<file path="src/rtl/ldw_pkg.sv">
package ldw_pkg;

  localparam int unsigned NODE_AW  = 24;
  localparam int unsigned TERM_BIT = 23;

  typedef enum logic [1:0] {
    WALK_END   = 2'd0,
    WALK_LOOP  = 2'd1,
    WALK_LIMIT = 2'd2
  } walk_status_e;

  typedef enum logic [2:0] {
    ST_IDLE,
    ST_HDR_REQ,
    ST_HDR_WAIT,
    ST_PAY_REQ,
    ST_PAY_WAIT,
    ST_SEND,
    ST_DECIDE,
    ST_DONE
  } walk_state_e;

endpackage

</file>
<file path="src/rtl/ldw_loop_guard.sv">
module ldw_loop_guard #(
  parameter int unsigned THRESH0   = 32,
  parameter int unsigned MAX_NODES = 4096
) (
  input  logic        clk,
  input  logic        rst_n,
  input  logic        init_i,
  input  logic [23:0] init_addr_i,
  input  logic        step_i,
  input  logic [23:0] next_addr_i,
  output logic        loop_hit_o,
  output logic        limit_hit_o
);

  localparam int unsigned CNT_W = $clog2(MAX_NODES + 1);
  localparam int unsigned THR_W = CNT_W + 1;

  logic [23:0]      ref_q, ref_d;
  logic [CNT_W-1:0] idx_q, idx_d;
  logic [THR_W-1:0] thr_q, thr_d;
  logic             upd_en;

  assign loop_hit_o  = (next_addr_i == ref_q);
  assign limit_hit_o = (idx_q == CNT_W'(MAX_NODES - 1));

  always_comb begin
    ref_d  = ref_q;
    idx_d  = idx_q;
    thr_d  = thr_q;
    upd_en = init_i | step_i;
    if (init_i) begin
      ref_d = init_addr_i;
      idx_d = '0;
      thr_d = THR_W'(THRESH0);
    end else if (step_i) begin
      idx_d = idx_q + CNT_W'(1);
      if ({1'b0, idx_q} == thr_q) begin
        ref_d = next_addr_i;
        thr_d = thr_q << 1;
      end
    end
  end

  always_ff @(posedge clk or negedge rst_n) begin
    if (!rst_n) begin
      ref_q <= '0;
      idx_q <= '0;
      thr_q <= '0;
    end else if (upd_en) begin
      ref_q <= ref_d;
      idx_q <= idx_d;
      thr_q <= thr_d;
    end
  end

endmodule

</file>
<file path="src/rtl/ldw_cost_acc.sv">
module ldw_cost_acc #(
  parameter int unsigned COST_W = 32
) (
  input  logic              clk,
  input  logic              rst_n,
  input  logic              clr_i,
  input  logic              add_i,
  input  logic [7:0]        count_i,
  output logic [COST_W-1:0] cost_o
);

  localparam logic [COST_W-1:0] EMPTY_COST = COST_W'(10);
  localparam logic [COST_W-1:0] BASE_COST  = COST_W'(5);

  logic [COST_W-1:0] cost_q, cost_d, incr;
  logic              cost_en;

  always_comb begin
    incr    = (count_i == 8'd0) ? EMPTY_COST : (BASE_COST + COST_W'(count_i));
    cost_en = clr_i | add_i;
    cost_d  = clr_i ? '0 : (cost_q + incr);
  end

  always_ff @(posedge clk or negedge rst_n) begin
    if (!rst_n)       cost_q <= '0;
    else if (cost_en) cost_q <= cost_d;
  end

  assign cost_o = cost_q;

endmodule

</file>
<file path="src/rtl/ldw_walker.sv">
module ldw_walker
  import ldw_pkg::*;
#(
  parameter int unsigned MEM_BYTE_AW = 21,
  parameter int unsigned THRESH0     = 32,
  parameter int unsigned MAX_NODES   = 4096,
  parameter int unsigned COST_W      = 32
) (
  input  logic                   clk,
  input  logic                   rst_n,
  input  logic                   start_i,
  input  logic [31:0]            start_addr_i,
  output logic                   busy_o,
  output logic                   done_o,
  output logic [1:0]             status_o,
  output logic [23:0]            final_addr_o,
  output logic [COST_W-1:0]      cost_o,
  output logic                   mem_req_o,
  output logic [MEM_BYTE_AW-3:0] mem_addr_o,
  input  logic [31:0]            mem_rdata_i,
  output logic                   out_valid_o,
  output logic [31:0]            out_data_o,
  input  logic                   out_ready_i
);

  localparam int unsigned WORD_AW = MEM_BYTE_AW - 2;

  // reset: asserted asynchronously, released on the clock
  logic [1:0] rst_sync_q;
  logic       rst_int_n;

  always_ff @(posedge clk or negedge rst_n) begin
    if (!rst_n) rst_sync_q <= 2'b00;
    else        rst_sync_q <= {rst_sync_q[0], 1'b1};
  end
  assign rst_int_n = rst_sync_q[1];

  walk_state_e        state_q, state_d;
  logic [23:0]        cur_q, cur_d;
  logic [23:0]        nxt_q, nxt_d;
  logic [WORD_AW-1:0] ptr_q, ptr_d;
  logic [7:0]         left_q, left_d;
  logic [31:0]        data_q;
  logic [1:0]         status_q, status_d;
  logic [23:0]        final_q, final_d;

  logic        walk_en, hdr_en, data_en, res_en;
  logic        g_init, g_step, g_loop, g_limit;
  logic        c_clr, c_add;
  logic [23:0] start_masked;

  assign start_masked = start_addr_i[23:0];

  ldw_loop_guard #(
    .THRESH0   (THRESH0),
    .MAX_NODES (MAX_NODES)
  ) u_guard (
    .clk         (clk),
    .rst_n       (rst_int_n),
    .init_i      (g_init),
    .init_addr_i (start_masked),
    .step_i      (g_step),
    .next_addr_i (nxt_q),
    .loop_hit_o  (g_loop),
    .limit_hit_o (g_limit)
  );

  ldw_cost_acc #(
    .COST_W (COST_W)
  ) u_cost (
    .clk     (clk),
    .rst_n   (rst_int_n),
    .clr_i   (c_clr),
    .add_i   (c_add),
    .count_i (mem_rdata_i[31:24]),
    .cost_o  (cost_o)
  );

  // next-state logic
  always_comb begin
    state_d  = state_q;
    cur_d    = cur_q;
    nxt_d    = nxt_q;
    ptr_d    = ptr_q;
    left_d   = left_q;
    status_d = status_q;
    final_d  = final_q;
    walk_en  = 1'b0;
    hdr_en   = 1'b0;
    data_en  = 1'b0;
    res_en   = 1'b0;
    g_init   = 1'b0;
    g_step   = 1'b0;
    c_clr    = 1'b0;
    c_add    = 1'b0;

    unique case (state_q)
      ST_IDLE: begin
        if (start_i) begin
          walk_en = 1'b1;
          g_init  = 1'b1;
          c_clr   = 1'b1;
          cur_d   = start_masked;
          if (start_masked[TERM_BIT]) begin
            res_en   = 1'b1;
            status_d = WALK_END;
            final_d  = start_masked;
            state_d  = ST_DONE;
          end else begin
            state_d = ST_HDR_REQ;
          end
        end
      end
      ST_HDR_REQ: state_d = ST_HDR_WAIT;
      ST_HDR_WAIT: begin
        hdr_en  = 1'b1;
        c_add   = 1'b1;
        nxt_d   = mem_rdata_i[23:0];
        left_d  = mem_rdata_i[31:24];
        ptr_d   = cur_q[MEM_BYTE_AW-1:2] + WORD_AW'(1);
        state_d = (mem_rdata_i[31:24] == 8'd0) ? ST_DECIDE : ST_PAY_REQ;
      end
      ST_PAY_REQ:  state_d = ST_PAY_WAIT;
      ST_PAY_WAIT: begin
        data_en = 1'b1;
        state_d = ST_SEND;
      end
      ST_SEND: begin
        if (out_ready_i) begin
          hdr_en  = 1'b1;
          left_d  = left_q - 8'd1;
          ptr_d   = ptr_q + WORD_AW'(1);
          state_d = (left_q == 8'd1) ? ST_DECIDE : ST_PAY_REQ;
        end
      end
      ST_DECIDE: begin
        if (g_loop) begin
          res_en   = 1'b1;
          status_d = WALK_LOOP;
          final_d  = nxt_q;
          state_d  = ST_DONE;
        end else if (nxt_q[TERM_BIT]) begin
          res_en   = 1'b1;
          status_d = WALK_END;
          final_d  = nxt_q;
          state_d  = ST_DONE;
        end else if (g_limit) begin
          res_en   = 1'b1;
          status_d = WALK_LIMIT;
          final_d  = nxt_q;
          state_d  = ST_DONE;
        end else begin
          g_step  = 1'b1;
          walk_en = 1'b1;
          cur_d   = nxt_q;
          state_d = ST_HDR_REQ;
        end
      end
      ST_DONE: state_d = ST_IDLE;
      default: state_d = ST_IDLE;
    endcase
  end

  // registers
  always_ff @(posedge clk or negedge rst_int_n) begin
    if (!rst_int_n) state_q <= ST_IDLE;
    else            state_q <= state_d;
  end

  always_ff @(posedge clk or negedge rst_int_n) begin
    if (!rst_int_n)   cur_q <= '0;
    else if (walk_en) cur_q <= cur_d;
  end

  always_ff @(posedge clk or negedge rst_int_n) begin
    if (!rst_int_n) begin
      nxt_q  <= '0;
      ptr_q  <= '0;
      left_q <= '0;
    end else if (hdr_en) begin
      nxt_q  <= nxt_d;
      ptr_q  <= ptr_d;
      left_q <= left_d;
    end
  end

  always_ff @(posedge clk or negedge rst_int_n) begin
    if (!rst_int_n)   data_q <= '0;
    else if (data_en) data_q <= mem_rdata_i;
  end

  always_ff @(posedge clk or negedge rst_int_n) begin
    if (!rst_int_n) begin
      status_q <= '0;
      final_q  <= '0;
    end else if (res_en) begin
      status_q <= status_d;
      final_q  <= final_d;
    end
  end

  // outputs
  assign busy_o       = (state_q != ST_IDLE);
  assign done_o       = (state_q == ST_DONE);
  assign status_o     = status_q;
  assign final_addr_o = final_q;
  assign mem_req_o    = (state_q == ST_HDR_REQ) || (state_q == ST_PAY_REQ);
  assign mem_addr_o   = (state_q == ST_HDR_REQ) ? cur_q[MEM_BYTE_AW-1:2] : ptr_q;
  assign out_valid_o  = (state_q == ST_SEND);
  assign out_data_o   = data_q;

endmodule

</file>
<file path="config.mk">
export PLATFORM = sky130hd
export DESIGN_NAME = ldw_walker
export DESIGN_NICKNAME = d
export VERILOG_FILES = /design/src/rtl/ldw_pkg.sv /design/src/rtl/ldw_loop_guard.sv /design/src/rtl/ldw_cost_acc.sv /design/src/rtl/ldw_walker.sv
export SDC_FILE = /design/constraint.sdc
export NUM_CORES = 1
export LEC_CHECK = 0
export BUFFER_PORTS_ARGS = -buffer_cell sky130_fd_sc_hd__buf_2
export CELL_PAD_IN_SITES_DETAIL_PLACEMENT = 0
export CELL_PAD_IN_SITES_GLOBAL_PLACEMENT = 1
export CORE_ASPECT_RATIO = 1.75
export CORE_MARGIN = 2
export CORE_UTILIZATION = 35
export CTS_CLUSTER_DIAMETER = 100
export DETAILED_ROUTE_END_ITERATION = 10
export PLACE_DENSITY_LB_ADDON = 0.1
export SYNTH_ARGS = -nofsm -noshare
export SYNTH_HDL_FRONTEND = slang
export SYNTH_SLANG_ARGS = --single-unit
</file>
<file path="constraint.sdc">
create_clock -name clk -period 8.8 [get_ports clk]
set_clock_uncertainty 0.1 [all_clocks]
set_input_delay 0.44 -clock clk [delete_from_list [all_inputs] [get_ports clk]]
set_output_delay 0.44 -clock clk [all_outputs]
set_load 0.03 [all_outputs]
</file>
* Word level (Yosys, flattened, before mapping)
Index checks and enable logic that the tools add are counted.
Operators by class: bitwise operators 2, $mul 0, eq/ne operators 18, shift operators 0, reduce and logical (&&, ||, !) cells 15, divide/modulo/power cells 0, $add $sub $neg 6, multiplexer cells 58, $lt $le $gt $ge 0
Operators by type and width (number):
- $mux 24 | 8
- $mux 21 | 4
- $mux 32 | 2
- $pmux 24 s2 | 1
- $mux 14 | 3
- $pmux 21 s2 | 1
- $add 19x1->19 const B | 2
- $mux 19 | 2
- $pmux 19 s2 | 1
- $add 32x32->32 | 1
- $mux 13 | 2
- $eq 24x24->1 | 1
- $mux 3 | 8
- $pmux 3 s8 | 1
- $pmux 8 s2 | 1
- $eq 13x14->1 | 1
- $mux 1 | 14
- $add 13x1->13 const B | 1
- $eq 13x12->1 const B | 1
- $eq 3x3->1 const B | 4
- $mux 2 | 5
- $ne 2x2->1 const B | 5
- $add 3x8->9 const A | 1
- $eq 8x1->1 const B | 1
- other kinds (18) | 28
Word-level totals: ROM bits 0, output and inout port bits 113, memories kept 0, register bits 218, input port bits 68, RAM bits 0, word-level logic and storage cells 112, latch bits 0

* Logic depth before layout (Yosys ltp)
Gate-level depths: netlist of run 1.
depth in word-level cells 7, gate-level depth with buffers 16, gate-level depth less buffers 13

* Cells and area by module
Synthesis of run 1 repeated with hierarchy kept, for this count alone.
Unflattened totals: cell total of the unflattened synthesis 1225, area, all modules 11628.7 um^2
By module, submodules not included:
- ldw_walker | instances 1, cells an instance 706, seq. area each 3328.2 um^2, area each 6706.4 um^2
- ldw_loop_guard | instances 1, cells an instance 289, seq. area each 1151.1 um^2, area each 2819.0 um^2
- ldw_cost_acc | instances 1, cells an instance 230, seq. area each 800.8 um^2, area each 2103.3 um^2

* Worst setup path after synthesis of run 1
No wires, ideal clock.
kind register -> register, start register state_q[1], end register ptr_q[16], clock period less this slack 3326 ps, setup time 94 ps, path slack 5474 ps, buffers on the path 4, arrival 3132 ps, data required time 8606 ps, stages on the path, launching flop included 16, cells stage by stage dfrtp_1 -> nand3b_2 -> inv_2 -> buf_6 -> buf_2 -> buf_1 -> buf_2 -> nand2_1 -> o21ai_0 -> ha_1 -> nand3_1 -> or3_1 -> a22oi_2 -> nand3_1 -> and3_1 -> a211oi_1
On the way: cells in the longest elaborated chain, start to end 3, elaborated cells between the ends (all ways) 7, those cells by class eq/ne (3); mux (2); reduce/logical (2)
Ends and longest elaborated chain:
- from (decl) | line ldw_walker.sv:38 | walk_state_e state_q, state_d;
- from (signal assigned) | line ldw_walker.sv:167 | else state_q <= state_d;
- $eq 3x3->1 (*)
- net out_valid_o | line ldw_walker.sv:21 | output logic out_valid_o,
- $pmux 1 s2 (tied with other cells) | line ldw_walker.sv:97 | unique case (state_q)
- $reduce_and 3->1 (no source line)
- to (signal assigned) | line ldw_walker.sv:182 | ptr_q <= ptr_d;
- to (decl) | line ldw_walker.sv:41 | logic [WORD_AW-1:0] ptr_q, ptr_d;
The timed path passes the listed nets; every way through them passes the cells marked *. A chain may end at the register's enable or synchronous reset.

* Final worst setup path of run 1
start register state_q[1], end register ptr_q[18]
On the way: cells in the longest elaborated chain, start to end 3, elaborated cells between the ends (all ways) 7, those cells by class eq/ne (3); mux (2); reduce/logical (2)
Ends and longest elaborated chain (line):
- $eq 3x3->1 / $eq 3x2->1 (equally long branches) | ldw_walker.sv:97
- $pmux 1 s2 (tied with other cells) | ldw_walker.sv:97
- $reduce_and 3->1 (no source line)
Parallel ways exist; a longest one is shown, timed or not.

==> results of run 1 <==
logic make-up (layout without fill, tap and decap cells):
kind of cell,count (synthesis),after routing,share of synthesized area
xor+xnor,44,44,0.03336
simple gates,391,391,0.1624
mux,152,152,0.1378
buf+inv,134,300,0.05264
fa+ha+maj,17,17,0.01906
other cells,1,1,0.0003246
compound gates,252,252,0.1373
flops,211,211,0.4571
area by class of cell:
cell class | count | area [um2]
fill | 3274 | 19160
sequential | 211 | 5284
clock buffer | 36 | 714.4
clock inverter | 5 | 75.07
inverter | 67 | 251.5
tap | 405 | 506.7
multi-input combinational | 857 | 5675
timing repair buffer | 192 | 1033
per-stage QoR:
| step | setup WS, ns | power, W |
|---|---|---|
| 6_report | 5.106 | 0.005031 |
| 5_1_grt | 4.842 | 0.005402 |
| 4_1_cts | 5.073 | 0.005125 |
| 3_5_place_dp | 4.812 | 0.004061 |
| 3_3_place_gp | 4.881 | 0.004031 |
| 2_1_floorplan | 2.385 | 0.003349 |
where the power goes:
part | total (W) | internal, W | leakage (nW) | switching, W
clock | 0.00103 | 0.000613 | 0.393 | 0.000415
combinational | 0.00227 | 0.000819 | 3.29 | 0.00145
sequential | 0.00174 | 0.00136 | 2.61 | 0.000375
repair_timing:
item	in CTS	in global routing
endpoints found under the hold margin	5	0
gates resized for setup	0	0
hold buffers	4	0
state kept, by name, indices dropped and copies added, names as in the netlist:
register       flops
status_o           2
nxt_q             24
u_guard.idx_q     13
u_guard.thr_q      9
rst_sync_q         2
ptr_q             19
state_q            3
out_data_o        32
u_guard.ref_q     24
final_addr_o      24
left_q             8
cur_q             19
u_cost.cost_o     32
cell usage in the layout (no fill, tap or decap), drive strengths merged, types with 12 or more instances in the layout:
| cell type | instances |
|---|---|
| nand4 | 15 |
| mux2 | 56 |
| ha | 16 |
| or3 | 12 |
| or4 | 16 |
| o21ai | 78 |
| o211ai | 12 |
| and3 | 17 |
| clkbuf | 36 |
| nor4 | 12 |
| nor3 | 20 |
| nand3 | 35 |
| buf | 188 |
| a21oi | 69 |
| nor2 | 66 |
| mux2i | 96 |
| o31ai | 21 |
| inv | 67 |
| xnor2 | 16 |
| dfrtp | 211 |
| nand2 | 171 |
| xor2 | 28 |
worst paths after layout:
kind	end	cells after the start	from
min	nxt_q[13]	3	mem_rdata_i[13]
max	ptr_q[18]	11	state_q[1]
max in group asynchronous	u_cost.cost_o[12]	1	rst_sync_q[1]
min in group asynchronous	rst_sync_q[1]	2	rst_n
min reg2reg	rst_sync_q[1]	0	rst_sync_q[0]
max reg2reg	ptr_q[18]	11	state_q[1]
critical path, stage by stage, from the launching register on:
cell       delay (ns)
dfrtp_1          0.66
nand3b_2         0.21
buf_4            0.47
inv_2            0.10
mux2_2           0.28
ha_1             0.23
nand3_1          0.15
or3_1            0.41
a22oi_2          0.36
nand3_1          0.21
o2bb2ai_1        0.17
a311oi_1         0.21
per-layer routing:
metal | vias up | share of wire | track usage
met2 | 181 | 0.55 | 0.3768
met5 | - | 0 | 0
met3 | 30 | 0.034 | 0.02311
met1 | 4562 | 0.40 | 0.2302
met4 | 0 | 0.018 | 0.04882
li1 | 4562 | - | -
==> run_results.csv, run 1 <==
group,metric,value,unit
status,outcome,"finished, final reports clean",
sta,rsz0062_at_grt,"no",
logic_synthesis,netlist_area,11550,um2
logic_synthesis,yosysUniqueCellTypes,83,
sta,tns,0,ns
cts,cts_made_buffers,23,
grt,antenna_found_initial,0,
cts,cts_root_buffer,"clkbuf_16",
finish,num_antenna_cells,0,
logic_synthesis,synth_edf_count,0,
run,max_cap_viol_count,0,
route,drt-total-wl,33690,um
logic_synthesis,synth_area_leaders,"dfrtp_1 (46%), mux2i_1 (8.3%), nand2_1 (5.6%)",
worst_setup_path,path_class,"reg2reg",
floorplanning,row_count,88,
sta,fin_crit,3.694,ns
logic_synthesis,synth_seq_cells,211,
worst_setup_path,arrival,4.02,ns
power_and_ir_drop,vdd_drop_max,0.2189,mV
finish,finalNetCount,1437,
worst_setup_path,path_max_fanout,49,
logic_synthesis,synth_top_area_frac,0.4571,
sta,drv_slew,0,
sta,max_freq,0.2707,GHz
logic_synthesis,avgSynthCellArea,9.610,um2
logic_synthesis,syn_inst,1202,
logic_synthesis,yosysSeqAreaShare,0.4571,
cts,clockBufferDepth,3,
cts,h-tree-depth,1,
worst_setup_path,end_kind,"flip-flop",
logic_synthesis,synth_most_common_cell,"dfrtp_1",
placement,dp_hpwl,23420,um
route,viasPerCell,5.265,
placement,portBuffers,172,
cts,clk_latency,0.53,ns
placement,gp_congestion,0.7900,
route,ant_nets,0,
logic_synthesis,ys_dominant_reg_cell,"dfrtp_1",
power_and_ir_drop,powerDensity,371.6,nW/um2
route,remaining_drc_errors,0,
sta,fin_crit_sh,0.4198,
logic_synthesis,async_flop_share,1.000,
logic_synthesis,synth_fp_nets,1287,
finish,layout-drive-gt1-share,0.2251,
worst_setup_path,cp-start-kind,"flip-flop",
logic_synthesis,synth_top_cells_by_count,"dfrtp_1 (211), nand2_1 (171), mux2i_1 (96)",
sta,setup_viol,0,
grt,grtUsageTotal,0.1969,
placement,dp.cells,1728,
route,firstDrtPassIters,4,
placement,place_area,12710,um2
worst_setup_path,cp.required,9.13,ns
finish,syn2layout_area_growth,17.22,%
power_and_ir_drop,power.leakage,6.290,nW
route,wl_per_cell,19.00,um
logic_synthesis,ys.warnings.count,0,
cts,cts.sinks,211,
worst_setup_path,r2r_setup_slack,5.11,ns
grt,grt_pass1_wl,53900,um
grt,grt_max_degree,145,
floorplanning,initial_utilization,0.3532,
grt,first_global_vias,9554,
worst_hold_path,hold_class,"in2reg",
sta,hold_violations,0,
cts,cts_setup_buffers,0,
cts,clkTransAtPathRegs,0.07,ns
floorplanning,ioPinCount,181,
finish,final_cells,1773,
floorplanning,dieArea,34530,um2
floorplanning,die_w,141.3,um
floorplanning,die_h,244.3,um
sta,worst_pin_slew,1.119,ns
route,num_vias,9335,
cts,tritoncts,"done",
logic_synthesis,yosysTopAreaCell,"dfrtp_1",
finish,design_area,13540,um2
floorplanning,core_area,32700,um2
sta,holdWs,0.01804,ns
finish,fin_util,0.4141,
grt,grt_overflow_total,0,
route,drt-initial-drc-count,448,
sta,relSlewSlack,0.2542,
(Power assumes the default switching activity.)
==> run 2: changes to the inputs <==
- clock period: 8.8 -> 3.3 ns (I/O delays scaled with it)
==> run 2 against run 1 <==
  * Sequential share of layout area shrank 2.3 points
  * Clock power increased to 2.6 times the previous value
  * Register-to-register slack got worse by 4.7 ns
  * Largest power group unchanged
  * Sequential power rose to 2.6 times the previous value
  * Power increased to 2.7 times the previous value
  * Combinational power increased to 2.8 times the previous value
  * Setup slack worse by 4.9 ns
  * Worst hold slack worse by 0.0077 ns
  * Final cell count grew 4.8%
  * Highest routed layer unchanged
  * Critical path depth is 3 higher
  * Via count up 4.1%
==> run_results.csv, run 2 (synthesis results as in run 1) <==
group,metric,value,unit
cts,clk_latency,0.53,ns
grt,grtUsageTotal,0.2005,
worst_setup_path,r2r_setup_slack,0.38,ns
route,num_vias,9718,
worst_setup_path,cp-start-kind,"input pin",
sta,fin_ws,0.1970,ns
floorplanning,row_count,88,
floorplanning,die_w,141.3,um
cts,tritoncts,"done",
sta,worst_pin_slew,0.8971,ns
cts,cts_setup_buffers,0,
route,viasPerCell,5.230,
power_and_ir_drop,total_power,0.01361,W
placement,portBuffers,172,
finish,num_antenna_cells,0,
placement,pre_cts_slack,0.1953,ns
worst_hold_path,worstHoldPathCells,3,
sta,fin_crit_sh,0.9403,
finish,n_fill_cell,3231,
worst_setup_path,r2r.worst_path.cells,10,
sta,max_freq,0.3223,GHz
route,drt-initial-drc-count,334,
placement,gp_congestion,0.7725,
route,firstDrtPassIters,5,
grt,grt_overflow_total,0,
finish,layout-drive-gt1-share,0.2340,
floorplanning,core_area,32700,um2
worst_setup_path,path_class,"in2reg",
run,max_cap_viol_count,0,
finish,finalNetCount,1521,
sta,relSlewSlack,0.4019,
route,remaining_drc_errors,0,
power_and_ir_drop,vdd_drop_max,0.6202,mV
sta,setup_viol,0,
cts,h-tree-depth,1,
worst_setup_path,cp.required,3.66,ns
sta,drv_slew,0,
power_and_ir_drop,power.leakage,6.688,nW
cts,clkTransAtPathRegs,0.06,ns
cts,clockBufferDepth,3,
cts,cts.sinks,211,
floorplanning,initial_utilization,0.3532,
placement,dp_hpwl,24660,um
finish,layout_common_cells,"dfrtp_1 (210), buf_2 (172), nand2_1 (171)",
finish,syn2layout_area_growth,24.69,%
sta,fin_crit,3.103,ns
route,drt-total-wl,34690,um
cts,cts_made_buffers,23,
finish,layout_commonest_cell,"dfrtp_1",
floorplanning,dieArea,34530,um2
sta,hold_violations,0,
worst_setup_path,end_kind,"flip-flop",
worst_setup_path,path_max_fanout,23,
grt,first_global_vias,9969,
route,ant_nets,0,
floorplanning,ioPinCount,181,
cts,cts_root_buffer,"clkbuf_16",
power_and_ir_drop,powerDensity,945.3,nW/um2
worst_hold_path,hold_class,"in2reg",
status,outcome,"finished, final reports clean",
grt,grt_pass1_wl,55100,um
grt,grt_max_degree,72,
route,wl_per_cell,18.67,um
floorplanning,die_h,244.3,um
worst_setup_path,arrival,3.46,ns
grt,antenna_found_initial,0,
[run 2: changes by cell type in the layout (fill, tap and decap cells not counted), sizes merged]
cell         before  now
buf             188  217
clkbuf           36   32
clkinv            3    6
clkinvlp          0    1
dlygate4sd3       4   59
inv              67   68
[run 2: report_power, final]
group	switching, W	internal (W)
Sequential	0.000934	0.00363
Clock	0.00113	0.00158
Combinational	0.00398	0.00237
[run 2: metal layers]
metal  vias to the layer above  global-route usage  share of wire
met5                         -                   0              0
met4                         0             0.04647          0.017
met3                        40             0.02213          0.034
met2                       196              0.3922           0.56
met1                      4765              0.2293           0.39
li1                       4717                   -              -
[run 2: stage by stage]
stage	util	setup TNS [ns]	cells	hold WS, ns	instance area [um2]
CTS	0.4403	0	1858	0.004617	14400
finish	0.4404	0	1858	0.01038	14400
detailed placement	0.3984	0	1757	-0.1454	13030
global placement	0.3984	0	1757	-0.1492	13030
floorplan	-	0	1202	-0.2306	11560
global route	0.4404	-0.02450	1858	0.002077	14400
[run 2: path summary, 6_finish.rpt]
check | startpoint | endpoint
setup / recovery | mem_rdata_i[24] | u_cost.cost_o[15]
hold / removal | mem_rdata_i[31] | out_data_o[31]
setup reg to reg | state_q[1] | ptr_q[16]
hold reg to reg | rst_sync_q[0] | rst_sync_q[1]
max in group asynchronous | rst_sync_q[1] | u_guard.idx_q[10]
min in group asynchronous | rst_sync_q[1] | out_data_o[5]
[run 2: cell type report]
cell class	count	area (um2)	share of cell area
sequential	211	5284	0.3669
clock inverter	10	110.1	0.007645
inverter	67	251.5	0.01746
clock buffer	32	669.4	0.04648
tap	405	506.7	0.03518
multi-input combinational	857	5679	0.3943
timing repair buffer	276	1902	0.1320
[run 2: worst max-delay path: stages]
cell	delay (ns)
dlygate4sd3_1	0.53
buf_2	0.14
buf_4	0.15
ha_1	0.22
o21ai_0	0.26
xnor2_1	0.11
ha_1	0.41
a21oi_1	0.14
o21a_1	0.20
o21ai_0	0.18
a31oi_1	0.12
buf_12	0.20
or4_1	0.46
a21oi_1	0.15
[run 2: timing repair]
action | in CTS | in global routing
gates resized for setup | 0 | 1
hold buffers | 59 | 0
endpoints found under the hold margin | 132 | 0
setup endpoints to repair | 0 | 3
==> run 3: changes to the inputs <==
- REMOVE_ABC_BUFFERS: unset -> 1
==> run 3 against run 2 <==
  * Via count is 0.45% lower
  * Utilization is 0.32 points lower
  * Die area stayed put
  * Largest power group unchanged
  * Clock-buffer cell count is 6 higher
==> run_results.csv, run 3 (synthesis results as in run 1) <==
group,metric,value,unit
cts,clockBufferDepth,3,
worst_setup_path,path_class,"in2reg",
grt,use_met1,0.2466,
worst_setup_path,end_kind,"flip-flop",
placement,dp_hpwl,23980,um
status,outcome,"finished, final reports clean",
cts,cts.sinks,211,
grt,grt_max_degree,82,
placement,portBuffers,172,
route,ant_nets,0,
finish,num_antenna_cells,0,
finish,final_cells,1850,
floorplanning,die_w,141.3,um
placement,gp_congestion,0.8227,
worst_hold_path,worstHoldPathCells,3,
placement,dp.cells,1750,
sta,hold_violations,0,
power_and_ir_drop,clkPwrFrac,0.196,
worst_setup_path,arrival,3.38,ns
grt,grtUsageTotal,0.1997,
floorplanning,dieArea,34530,um2
cts,clkTransAtPathRegs,0.06,ns
grt,grt-busiest-layer,"met2",
cts,tritoncts,"done",
worst_hold_path,worstHoldStart,"out_ready_i",
grt,first_global_vias,9616,
power_and_ir_drop,intPower,0.007522,W
power_and_ir_drop,vdd_drop_max,0.4653,mV
power_and_ir_drop,swShare,0.4404,
finish,layout-drive-gt1-share,0.2284,
worst_setup_path,timing.rr.start,"state_q[1]",
power_and_ir_drop,powerDensity,940.0,nW/um2
sta,max_freq,0.3302,GHz
sta,fin_crit,3.028,ns
sta,drv_slew,0,
run,max_cap_viol_count,0,
finish,layout_common_cells,"dfrtp_1 (210), buf_2 (172), nand2_1 (171)",
sta,worst_pin_slew,0.6263,ns
cts,clk_latency,0.53,ns
floorplanning,ioPinCount,181,
route,drt-initial-drc-count,341,
route,num_vias,9674,
worst_setup_path,r2r.worst_path.cells,10,
sta,setup_viol,0,
route,remaining_drc_errors,0,
route,firstDrtPassIters,5,
cts,cts_made_buffers,23,
sta,rsz0062_at_grt,"no",
sta,relSlewSlack,0.5821,
worst_setup_path,path_max_fanout,6,
worst_setup_path,r2r_setup_slack,0.48,ns
power_and_ir_drop,power.leakage,6.623,nW
finish,layout_commonest_cell,"dfrtp_1",
route,wl_per_cell,18.59,um
floorplanning,initial_utilization,0.3532,
worst_setup_path,cp.required,3.65,ns
floorplanning,die_h,244.3,um
route,drt-total-wl,34390,um
worst_hold_path,hold_end,"ptr_q[7]",
grt,antenna_found_initial,0,
sta,fin_crit_sh,0.9177,
grt,grtUsageMet3,0.02291,
route,viasPerCell,5.229,
grt,grtUsageMet2,0.3617,
worst_setup_path,cp-start-kind,"input pin",
finish,syn2layout_area_growth,23.79,%
cts,cts_root_buffer,"clkbuf_16",
power_and_ir_drop,pwr-share-seq,0.339,
grt,grt_overflow_total,0,
grt,grt_pass1_wl,54460,um
worst_setup_path,reg2reg_to,"ptr_q[18]",
cts,h-tree-depth,1,
worst_hold_path,hold_class,"in2reg",
floorplanning,row_count,88,
floorplanning,core_area,32700,um2
power_and_ir_drop,power.switching,0.005919,W
finish,finalNetCount,1515,
sta,holdWs,0.02233,ns
power_and_ir_drop,comb_power_share,0.465,
-- run 3: repair_timing --
action,CTS,global route
endpoints found under the hold margin,131,0
buffers inserted,0,0
endpoints found under the setup margin,0,11
resized for setup,0,4
hold buffers,60,0
-- run 3: critical path, stage by stage --
cell           delay [ns]
dlygate4sd3_1        0.53
buf_2                0.13
inv_1                0.05
ha_1                 0.20
and3_1               0.19
nor2_1               0.10
ha_1                 0.18
inv_1                0.06
fa_1                 0.37
nor2b_1              0.17
o21ai_0              0.15
a21boi_2             0.20
o21ai_1              0.20
or4_1                0.53
a21oi_1              0.15
-- run 3: per-layer routing --
| layer | vias up | share of wire |
|---|---|---|
| met3 | 54 | 0.036 |
| li1 | 4711 | - |
| met4 | 0 | 0.026 |
| met1 | 4720 | 0.41 |
| met5 | - | 0 |
| met2 | 189 | 0.52 |
-- run 3: worst max path at each step --
stage                     from                 to  slack [ns]  cells after the start
2_1_floorplan    rst_sync_q[1]          cur_q[10]       -3.12                      0
3_3_place_gp   mem_rdata_i[28]  u_cost.cost_o[16]        0.20                     12
3_5_place_dp   mem_rdata_i[28]  u_cost.cost_o[14]        0.15                     12
4_1_cts        mem_rdata_i[28]  u_cost.cost_o[14]        0.12                     13
5_1_grt        mem_rdata_i[24]  u_cost.cost_o[16]        0.07                     15
6_report       mem_rdata_i[24]  u_cost.cost_o[16]        0.27                     15
-- run 3: cell type report --
cell class	count	area [um2]
fill	3249	18400
multi-input combinational	857	5688
sequential	211	5284
timing repair buffer	270	1822
clock buffer	38	711.9
tap	405	506.7
inverter	67	251.5
clock inverter	2	35.03
-- run 3: power by group through the flow --
stage	logic, W	registers, W	clock network (W)
global route	0.00687	0.00472	0.00280
detailed placement	0.00624	0.00461	0
global placement	0.00621	0.00458	0
CTS	0.00633	0.00457	0.00272
finish	0.00624	0.00456	0.00264
floorplan	0.00350	0.00526	0
-- run 3: through the flow --
step	instance area (um2)	setup slack [ns]	util	total power, W	TNS, ns
6_report	14300	0.2717	0.4373	0.01344	0
4_1_cts	14290	0.1167	0.4369	0.01363	0
3_5_place_dp	12940	0.1488	0.3957	0.01085	0
2_1_floorplan	11190	-3.115	-	0.008753	-670.62
3_3_place_gp	12940	0.2040	0.3957	0.01080	0
5_1_grt	14300	0.06767	0.4373	0.01440	0
